--- config.mk ---
export PLATFORM = sky130hd
export DESIGN_NAME = cpu_irq_port
export DESIGN_NICKNAME = d
export VERILOG_FILES = /design/src/rtl/cip_pkg.sv /design/src/rtl/cip_prio_enc.sv /design/src/rtl/cip_src_state.sv /design/src/rtl/cpu_irq_port.sv
export SDC_FILE = /design/constraint.sdc
export NUM_CORES = 1
export LEC_CHECK = 0
export BUFFER_PORTS_ARGS = -buffer_cell sky130_fd_sc_hd__buf_2
export CORE_MARGIN = 2
export CORE_UTILIZATION = 56
export CTS_CLUSTER_SIZE = 28
export DETAILED_ROUTE_END_ITERATION = 10
export PLACE_DENSITY = 0.79
export SLEW_MARGIN = 20
export SYNTH_ARGS = -nofsm -noshare
export SYNTH_HDL_FRONTEND = slang
export SYNTH_SLANG_ARGS = --single-unit
export TNS_END_PERCENT = 10
--- constraint.sdc ---
create_clock -name clk -period 3.23 [get_ports clk]
set_clock_uncertainty 0.2 [all_clocks]
set_input_delay 0.4845 -clock clk [delete_from_list [all_inputs] [get_ports clk]]
set_output_delay 0.4845 -clock clk [all_outputs]
set_load 0.01 [all_outputs]
--- src/rtl/cip_pkg.sv ---
package cip_pkg;
  localparam logic [11:0] OFS_CTRL  = 12'h000;
  localparam logic [11:0] OFS_SEND  = 12'h060;
  localparam logic [11:0] OFS_STAT  = 12'h068;
  localparam logic [11:0] OFS_CLAIM = 12'h06C;
  localparam logic [11:0] OFS_SETEN = 12'h0A0;
  localparam logic [11:0] OFS_CLREN = 12'h0A4;
  localparam logic [11:0] OFS_DONE  = 12'h0B4;

  localparam logic [31:0] NONE_WORD = 32'hFFFF_FFFF;

  typedef enum logic [2:0] {
    WOP_NONE,
    WOP_CTRL,
    WOP_SEND,
    WOP_SETEN,
    WOP_CLREN,
    WOP_DONE
  } wop_e;
endpackage

--- src/rtl/cip_prio_enc.sv ---
module cip_prio_enc #(
  parameter int N   = 64,
  parameter int IDW = 6
) (
  input  logic [N-1:0]   req,
  output logic           found,
  output logic [IDW-1:0] idx
);
  // lowest index wins: scan downward so the last hit is the smallest
  always_comb begin
    found = 1'b0;
    idx   = '0;
    for (int i = N - 1; i >= 0; i--) begin
      if (req[i]) begin
        found = 1'b1;
        idx   = IDW'(i);
      end
    end
  end
endmodule

--- src/rtl/cip_src_state.sv ---
module cip_src_state #(
  parameter int NUM_IRQ = 64,
  parameter int N_SGI   = 16,
  parameter int IDW     = 6
) (
  input  logic               clk,
  input  logic               rst,
  input  logic               set_en,
  input  logic               clr_en,
  input  logic               done,
  input  logic [IDW-1:0]     wr_id,
  input  logic               claim,
  input  logic [IDW-1:0]     claim_id,
  input  logic [N_SGI-1:0]   sgi_hit,
  output logic [NUM_IRQ-1:0] en_q,
  output logic [NUM_IRQ-1:0] act_q,
  output logic [N_SGI-1:0]   sgi_q
);
  for (genvar i = 0; i < NUM_IRQ; i++) begin : g_src
    logic wr_me;
    logic claim_me;
    assign wr_me    = (wr_id == IDW'(i));
    assign claim_me = claim && (claim_id == IDW'(i));

    always_ff @(posedge clk) begin
      if (rst)                  en_q[i] <= 1'b0;
      else if (set_en && wr_me) en_q[i] <= 1'b1;
      else if (clr_en && wr_me) en_q[i] <= 1'b0;
    end

    // claim wins over a completion of the same number in the same cycle
    always_ff @(posedge clk) begin
      if (rst)                act_q[i] <= 1'b0;
      else if (claim_me)      act_q[i] <= 1'b1;
      else if (done && wr_me) act_q[i] <= 1'b0;
    end

    if (i < N_SGI) begin : g_sgi
      always_ff @(posedge clk) begin
        if (rst)             sgi_q[i] <= 1'b0;
        else if (sgi_hit[i]) sgi_q[i] <= 1'b1;
        else if (claim_me)   sgi_q[i] <= 1'b0;
      end
    end
  end
endmodule

--- src/rtl/cpu_irq_port.sv ---
module cpu_irq_port
  import cip_pkg::*;
#(
  parameter int NUM_IRQ = 64,
  parameter int N_LOCAL = 32,
  parameter int N_SGI   = 16,
  parameter int NUM_CPU = 8,
  parameter int AW      = 12,
  parameter int DW      = 32
) (
  input  logic                       clk,
  input  logic                       rst,
  input  logic [N_SGI-1:0]           sgi_in_i,
  input  logic [N_LOCAL-N_SGI-1:0]   priv_pend_i,
  input  logic [NUM_IRQ-N_LOCAL-1:0] glob_pend_i,
  input  logic                       reg_wr_i,
  input  logic                       reg_rd_i,
  input  logic [AW-1:0]              reg_addr_i,
  input  logic [DW-1:0]              reg_wdata_i,
  output logic [DW-1:0]              reg_rdata_o,
  output logic                       reg_rvalid_o,
  output logic                       irq_o,
  output logic                       sgi_valid_o,
  output logic [3:0]                 sgi_id_o,
  output logic [NUM_CPU-1:0]         sgi_mask_o
);
  localparam int IDW = $clog2(NUM_IRQ);

  logic               ctrl_en_q;
  logic [NUM_IRQ-1:0] en_q, act_q, pend_raw, ready;
  logic [N_SGI-1:0]   sgi_q;
  logic               hp_vld;
  logic [IDW-1:0]     hp_id;
  logic               id_ok;
  logic               claim_fire;
  wop_e               wop;
  logic [DW-1:0]      stat_word;

  // write decode
  always_comb begin
    wop = WOP_NONE;
    if (reg_wr_i) begin
      if      (reg_addr_i == AW'(OFS_CTRL))  wop = WOP_CTRL;
      else if (reg_addr_i == AW'(OFS_SEND))  wop = WOP_SEND;
      else if (reg_addr_i == AW'(OFS_SETEN)) wop = WOP_SETEN;
      else if (reg_addr_i == AW'(OFS_CLREN)) wop = WOP_CLREN;
      else if (reg_addr_i == AW'(OFS_DONE))  wop = WOP_DONE;
    end
  end

  assign id_ok      = (reg_wdata_i < DW'(NUM_IRQ));
  assign claim_fire = reg_rd_i && (reg_addr_i == AW'(OFS_CLAIM)) && hp_vld;

  cip_src_state #(
    .NUM_IRQ(NUM_IRQ),
    .N_SGI  (N_SGI),
    .IDW    (IDW)
  ) i_state (
    .clk     (clk),
    .rst     (rst),
    .set_en  ((wop == WOP_SETEN) && id_ok),
    .clr_en  ((wop == WOP_CLREN) && id_ok),
    .done    ((wop == WOP_DONE) && id_ok),
    .wr_id   (reg_wdata_i[IDW-1:0]),
    .claim   (claim_fire),
    .claim_id(hp_id),
    .sgi_hit (sgi_in_i),
    .en_q    (en_q),
    .act_q   (act_q),
    .sgi_q   (sgi_q)
  );

  assign pend_raw = {glob_pend_i, priv_pend_i, sgi_q};
  assign ready    = pend_raw & en_q & ~act_q;

  cip_prio_enc #(
    .N  (NUM_IRQ),
    .IDW(IDW)
  ) i_enc (
    .req  (ready),
    .found(hp_vld),
    .idx  (hp_id)
  );

  assign stat_word = {hp_vld, {(DW-1-IDW){1'b0}}, hp_id};

  // control bit and request line
  always_ff @(posedge clk) begin
    if (rst) begin
      ctrl_en_q <= 1'b0;
      irq_o     <= 1'b0;
    end else begin
      if (wop == WOP_CTRL) ctrl_en_q <= reg_wdata_i[0];
      irq_o <= ctrl_en_q && hp_vld;
    end
  end

  // registered read port
  always_ff @(posedge clk) begin
    if (rst) begin
      reg_rdata_o  <= '0;
      reg_rvalid_o <= 1'b0;
    end else begin
      reg_rvalid_o <= reg_rd_i;
      if (reg_rd_i) begin
        if (reg_addr_i == AW'(OFS_CTRL))
          reg_rdata_o <= {{(DW-1){1'b0}}, ctrl_en_q};
        else if (reg_addr_i == AW'(OFS_STAT))
          reg_rdata_o <= stat_word;
        else if (reg_addr_i == AW'(OFS_CLAIM))
          reg_rdata_o <= hp_vld ? DW'(hp_id) : DW'(NONE_WORD);
        else
          reg_rdata_o <= '0;
      end
    end
  end

  // outgoing software interrupt
  always_ff @(posedge clk) begin
    if (rst) begin
      sgi_valid_o <= 1'b0;
      sgi_id_o    <= '0;
      sgi_mask_o  <= '0;
    end else begin
      sgi_valid_o <= (wop == WOP_SEND);
      if (wop == WOP_SEND) begin
        sgi_id_o   <= reg_wdata_i[3:0];
        sgi_mask_o <= reg_wdata_i[8 +: NUM_CPU];
      end
    end
  end
endmodule

# Yosys cells after proc, flatten, opt, wreduce, memory -nomap -nowiden
# Cells that the tools add are included.
# W data, S select, Z words.
# totals
reg_bits,192
latchBits,0
ram_bits,0
mem_bits_ro,0
input_bits,112
out_inout_bits,47
word_cells,1127
n_memories,0
# classes
addsub,0
mul,0
div_mod_pow,0
order_cmp,1
n_eq_ne,137
shifts,0
n_mux,426
bitwise_logic,3
n_reduce_logical,409
# op_table
cell,count
$eq A6 B6 Y1 const B,64
$mux W6,64
$mux W1,352
$reduce_bool A2 Y1,144
$logic_and A1 B1 Y1,262
$eq A6 B5 Y1 const B,32
$and A64 B64 Y64,2
$mux W32,4
$eq A6 B4 Y1 const B,16
$not A64 Y64,1
$eq A6 B3 Y1 const B,8
$eq A12 B7 Y1 const B,3
$eq A12 B8 Y1 const B,3
$lt A32 B7 Y1 const B,1
$eq A6 B2 Y1 const B,4
$mux W3,6
$eq A6 B1 Y1 const B,2
$logic_not A12 Y1,1
$logic_not A6 Y1,2
$eq A3 B2 Y1 const B,2
$eq A3 B3 Y1 const B,2
$eq A3 B1 Y1 const B,1

# Depth between registers and ports, before layout
# depth
depth_word,70
mapped_depth,11

# Hierarchy
# A second synthesis with hierarchy kept.
# unflattened
cells_unflattened,1095
hier_area_um2,8396.8
# modules_own_cells
mod,n_inst,cells_each,area_per_inst_um2,seq_area_each_um2
cip_src_state,1,686,5903.2,2882.8
cpu_irq_port,1,269,1730.4,480.5
cip_prio_enc,1,140,763.2,0.0

# Worst setup path before layout
# OpenSTA, ideal clock, no wires.
# synth_timing
path_type,input-to-reg
start,input port priv_pend_i[2]
end,register i_state.sgi_q[9]
setup_time_ps,120
t_arrival_ps,2472
t_required_ps,2910
setup_slack_ps,439
stages,9
path_buffers,1
cell_sequence,and3b_1 > o211ai_1 > a31oi_1 > or4_4 > a211oi_2 > a211oi_2 > or3_1 > buf_6 > o31a_1
# synth_via
elab_chain_cells,24
elab_cells_between_ends,44
classes_between,1 x eq/ne; 38 x mux; 2 x bitwise; 3 x reduce/logical
# synth_lines
item,line,rtl
from (decl),cpu_irq_port.sv:14,"input logic [N_LOCAL-N_SGI-1:0] priv_pend_i,"
$and A64 B64 Y64 * (2 in series),cpu_irq_port.sv:74,assign ready = pend_raw & en_q & ~act_q;
$mux W6 or $mux W1 (tied branches) (19 in series),cip_prio_enc.sv:14,if (req[i]) begin
$eq A6 B4 Y1 or $logic_and A1 B1 Y1 (tied branches),"cip_src_state.sv:23, cpu_irq_port.sv:52",
$logic_and A1 B1 Y1 *,cip_src_state.sv:23,assign claim_me = claim && (claim_id == IDW'(i));
$reduce_bool A2 Y1 (no line) *,n/a,
"to (signal, indexed assignment)",cip_src_state.sv:40,if (rst) sgi_q[i] <= 1'b0;
"to (signal, indexed assignment)",cip_src_state.sv:41,else if (sgi_hit[i]) sgi_q[i] <= 1'b1;
"to (signal, indexed assignment)",cip_src_state.sv:42,else if (claim_me) sgi_q[i] <= 1'b0;
to (decl),cip_src_state.sv:17,output logic [N_SGI-1:0] sgi_q
# Mark *: on every way between the ends. The rest lies on a longest branch, timed or not.
# A chain may end at the register's enable or synchronous reset.

# Worst setup path in the final report
# layout_timing
start,register i_state.act_q[2]
end,register i_state.sgi_q[9]
# layout_via
elab_chain_cells,8
elab_cells_between_ends,12
classes_between,1 x eq/ne; 6 x mux; 2 x bitwise; 3 x reduce/logical
# layout_lines
item,line,rtl
from (decl),cip_src_state.sv:16,"output logic [NUM_IRQ-1:0] act_q,"
"from (signal, indexed assignment)",cip_src_state.sv:33,if (rst) act_q[i] <= 1'b0;
"from (signal, indexed assignment)",cip_src_state.sv:34,else if (claim_me) act_q[i] <= 1'b1;
"from (signal, indexed assignment)",cip_src_state.sv:35,else if (done && wr_me) act_q[i] <= 1'b0;
$not A64 Y64 *,cpu_irq_port.sv:74,
$and A64 B64 Y64 *,cpu_irq_port.sv:74,
$mux W6 or $mux W1 (tied branches) (3 in series),cip_prio_enc.sv:14,
$eq A6 B4 Y1 or $logic_and A1 B1 Y1 (tied branches),"cip_src_state.sv:23, cpu_irq_port.sv:52",
$logic_and A1 B1 Y1 *,cip_src_state.sv:23,
$reduce_bool A2 Y1 (no line) *,n/a,
# Marks and branches as above.

==> results.py <==
metrics = {
    "status": {
        "status": "complete, no violations",
    },
    "sta": {
        "final.setup.tns_ns": 0,
        "slew_violations": 0,
        "rsz0062_at_grt": "no",
        "maxSlewHeadroom_pct": 51.71,
        "finalSetupViolations": 0,
        "tightestPinTransition_ns": 0.7189,
        "period_minus_slack_ns": 3.029,
        "worst_hold_slack_ns": 0.08250,
        "min_period_over_period_pct": 93.77,
        "finalHoldViolCount": 0,
        "clock.fmax_ghz": 0.3302,
    },
    "pwr": {
        "fin_total_pwr_mw": 4.425,
        "pwr-share-clk_pct": 46.9,
        "power-per-cell-area_mw_per_mm2": 432.1,
        "swShare_pct": 23.91,
        "combPwrFrac_pct": 5.7,
        "p_int_mw": 3.367,
        "power_switching_mw": 1.058,
        "power_frac_seq_pct": 47.4,
        "ir_drop_uv": 374.0,
        "p_leak_nw": 4.004,
    },
    "final_layout": {
        "fin_nets": 1352,
        "area_growth_syn_to_layout_pct": 19.75,
        "mostFrequentLayoutCells": "dfxtp_1, buf_2, o21ai_0",
        "mostFrequentLayoutCell": "dfxtp_1",
        "final_area_mm2": 0.01024,
        "utilization_pct": 68.11,
        "antennaDiodeCount": 0,
        "drive_above_1_share_pct": 22.98,
    },
    "yosys": {
        "synth_area_mm2": 0.008551,
        "yosysWarnings": 0,
        "synth_top_area_share_pct": 39.33,
        "synth_seq_cells": 168,
        "synth_simple_gate_area_share_pct": 28.52,
        "synth_xor_area_share_pct": 0.4097,
        "synth_top_cell_by_area": "dfxtp_1",
        "synth_edf_count": 0,
        "ys_seq_area_share_pct": 39.33,
        "synthArstFlopShare_pct": 0,
        "synth_flop_cell": "dfxtp_1",
        "syn-mean-instance-area_um2": 7.823,
        "synth_top_family_by_area": "simple AND/OR/NAND/NOR gates",
        "syn-instance-count": 1093,
        "synth-compound-area-share_pct": 25.55,
        "yosys.area_share.adder_pct": 0,
        "synth_mux_area_share_pct": 0.3512,
        "yosysUniqueCellTypes": 66,
        "synth.net_count": 1205,
        "yosys-top-cells-area": "dfxtp_1, o21ai_0, nand2_1",
    },
    "worst_setup_path": {
        "cp.arrival_ns": 3.16,
        "cp_max_fo": 19,
        "startpoint_type": "flop",
        "crit_family": "simple AND/OR/NAND/NOR gates",
        "crit_chain": "nand3b_2 -> nand2_2 -> or3_1 -> or4_4 -> a211oi_2 -> a211oi_2 -> or3_1 -> buf_12 -> o31a_1",
        "rr_endpoint": "i_state.sgi_q[9]$_SDFFE_PP0P_",
        "r2r_setup_slack_ns": 0.20,
        "worst-setup-path-type": "flop to flop",
        "crit_required_ns": 3.36,
        "cp.depth": 9,
        "critical_path.max_stage_delay_ns": 0.54,
        "endpoint": "i_state.sgi_q[9]$_SDFFE_PP0P_",
        "slowest_stage": "or4_4",
        "crit_start": "i_state.act_q[2]$_SDFFE_PP0P_",
        "cp_num_buf_inv": 1,
        "reg2reg_depth": 9,
        "cp-end-kind": "flop",
        "r2r_start": "i_state.act_q[2]$_SDFFE_PP0P_",
    },
    "detailed_routing": {
        "post_drt_wl_per_cell_um": 20.13,
        "final_antenna_net_count": 0,
        "dr.first_iter.drc_count": 1061,
        "via_per_inst": 6.358,
        "vias": 9162,
        "firstDrtPassIters": 6,
        "drcViolationCount": 0,
        "drt-total-wl_um": 29010,
    },
    "floorplan": {
        "ios": 159,
        "die_h_um": 127.6,
        "core_mm2": 0.01503,
        "die_area_mm2": 0.01627,
        "start_util_pct": 56.88,
        "die-width_um": 127.6,
        "std_cell_rows": 45,
    },
    "cts": {
        "cts_sinks": 168,
        "insertion_delay_ns": 0.44,
        "cts_buffers": 17,
        "cts.htree.levels": 4,
        "cts.repair.resized": 0,
        "cts_tree": "done",
        "clock-root-buffer": "clkbuf_16",
        "clk_pin_slew_ns": 0.07,
        "hold_buffers": 0,
        "cts_setup_buffers": 0,
        "clockBufferDepth": 2,
    },
    "run": {
        "drv_cap": 0,
    },
    "min_path": {
        "hold_class": "primary input to flop",
    },
    "global_routing": {
        "grt_pass1_vias": 8531,
        "grt_overflow_total": 0,
        "antenna_found_initial": 0,
        "grt_use_total_pct": 36.00,
        "grt_max_degree": 65,
        "grt_pass1_wl_um": 45540,
    },
    "place": {
        "placed_cell_area_mm2": 0.009644,
        "gp_congestion": 1.017,
        "io_buffers": 158,
        "hpwlAfterDp_um": 20210,
    },
}
==> synth_stat cells, types with 7 or more instances <==
cell,number
a21oi_1,93
and3b_1,13
buf_4,24
clkbuf_1,63
dfxtp_1,168
inv_1,12
nand2_1,129
nand2b_1,22
nand3_1,90
nand3b_1,60
nand4_1,20
nor2_1,51
nor3_1,23
nor4_1,12
o211ai_1,64
o21ai_0,137
o21ai_2,7
o22ai_1,7
==> cell families after synthesis <==
| family | Yosys count |
|---|---|
| simple gates | 457 |
| buf+inv | 104 |
| mux | 3 |
| flops | 168 |
| xor+xnor | 4 |
| compound gates | 357 |
==> layer usage <==
| metal | GRT usage [%] | part of all wire, % |
|---|---|---|
| met1 | 49.51 | 41 |
| met4 | 18.62 | 4.7 |
| met3 | 6.365 | 10 |
| met5 | 0 | 0 |
| met2 | 54.26 | 44 |
==> registers in the layout, summed over array words and instances (netlist names), 4 cells and up <==
signal and count:
i_state.act_q 64, i_state.en_q 64, i_state.sgi_q 16, reg_rdata_o 8
sgi_mask_o 8, sgi_id_o 4
==> power by group through the flow <==
stage               Sequential, mW  Combinational (mW)  Clock, mW
CTS                           2.10               0.249       2.08
detailed placement            2.14               0.247          0
floorplan                     2.14               0.110          0
global route                  2.10               0.272       2.17
finish                        2.10               0.254       2.07
global placement              2.14               0.245          0
==> per-stage QoR <==
| step | std cells | setup WS [ns] |
|---|---|---|
| CTS | 1441 | 0.2219 |
| floorplan | 1093 | 0.4385 |
| finish | 1441 | 0.2012 |
| global placement | 1409 | 0.1172 |
| global route | 1441 | 0.1004 |
| detailed placement | 1409 | 0.06822 |
==> how the worst min path moves through the flow <==
stage | start | endpoint | cells past startpoint
after floorplan | i_state.sgi_q[5]$_SDFFE_PP0P_ | i_state.sgi_q[5]$_SDFFE_PP0P_ | 2
after global placement | sgi_mask_o[0]$_SDFFE_PP0P_ | sgi_mask_o[0]$_SDFFE_PP0P_ | 2
after detailed placement | sgi_id_o[3]$_SDFFE_PP0P_ | sgi_id_o[3]$_SDFFE_PP0P_ | 2
after CTS | sgi_in_i[11] | i_state.sgi_q[11]$_SDFFE_PP0P_ | 2
after global routing | sgi_in_i[11] | i_state.sgi_q[11]$_SDFFE_PP0P_ | 2
final | sgi_in_i[11] | i_state.sgi_q[11]$_SDFFE_PP0P_ | 2
==> cell type report <==
cell class                      instances  area, um^2
Fill cell                            1246        4793
Multi-Input combinational cell        821        4705
Sequential cell                       168        3363
Timing Repair Buffer                  220        1296
Clock buffer                           19       452.9
Tap cell                              188       235.2
Clock inverter                         13       142.6
Inverter                               12       45.04
No activity file was read; power rests on OpenSTA's default activity.
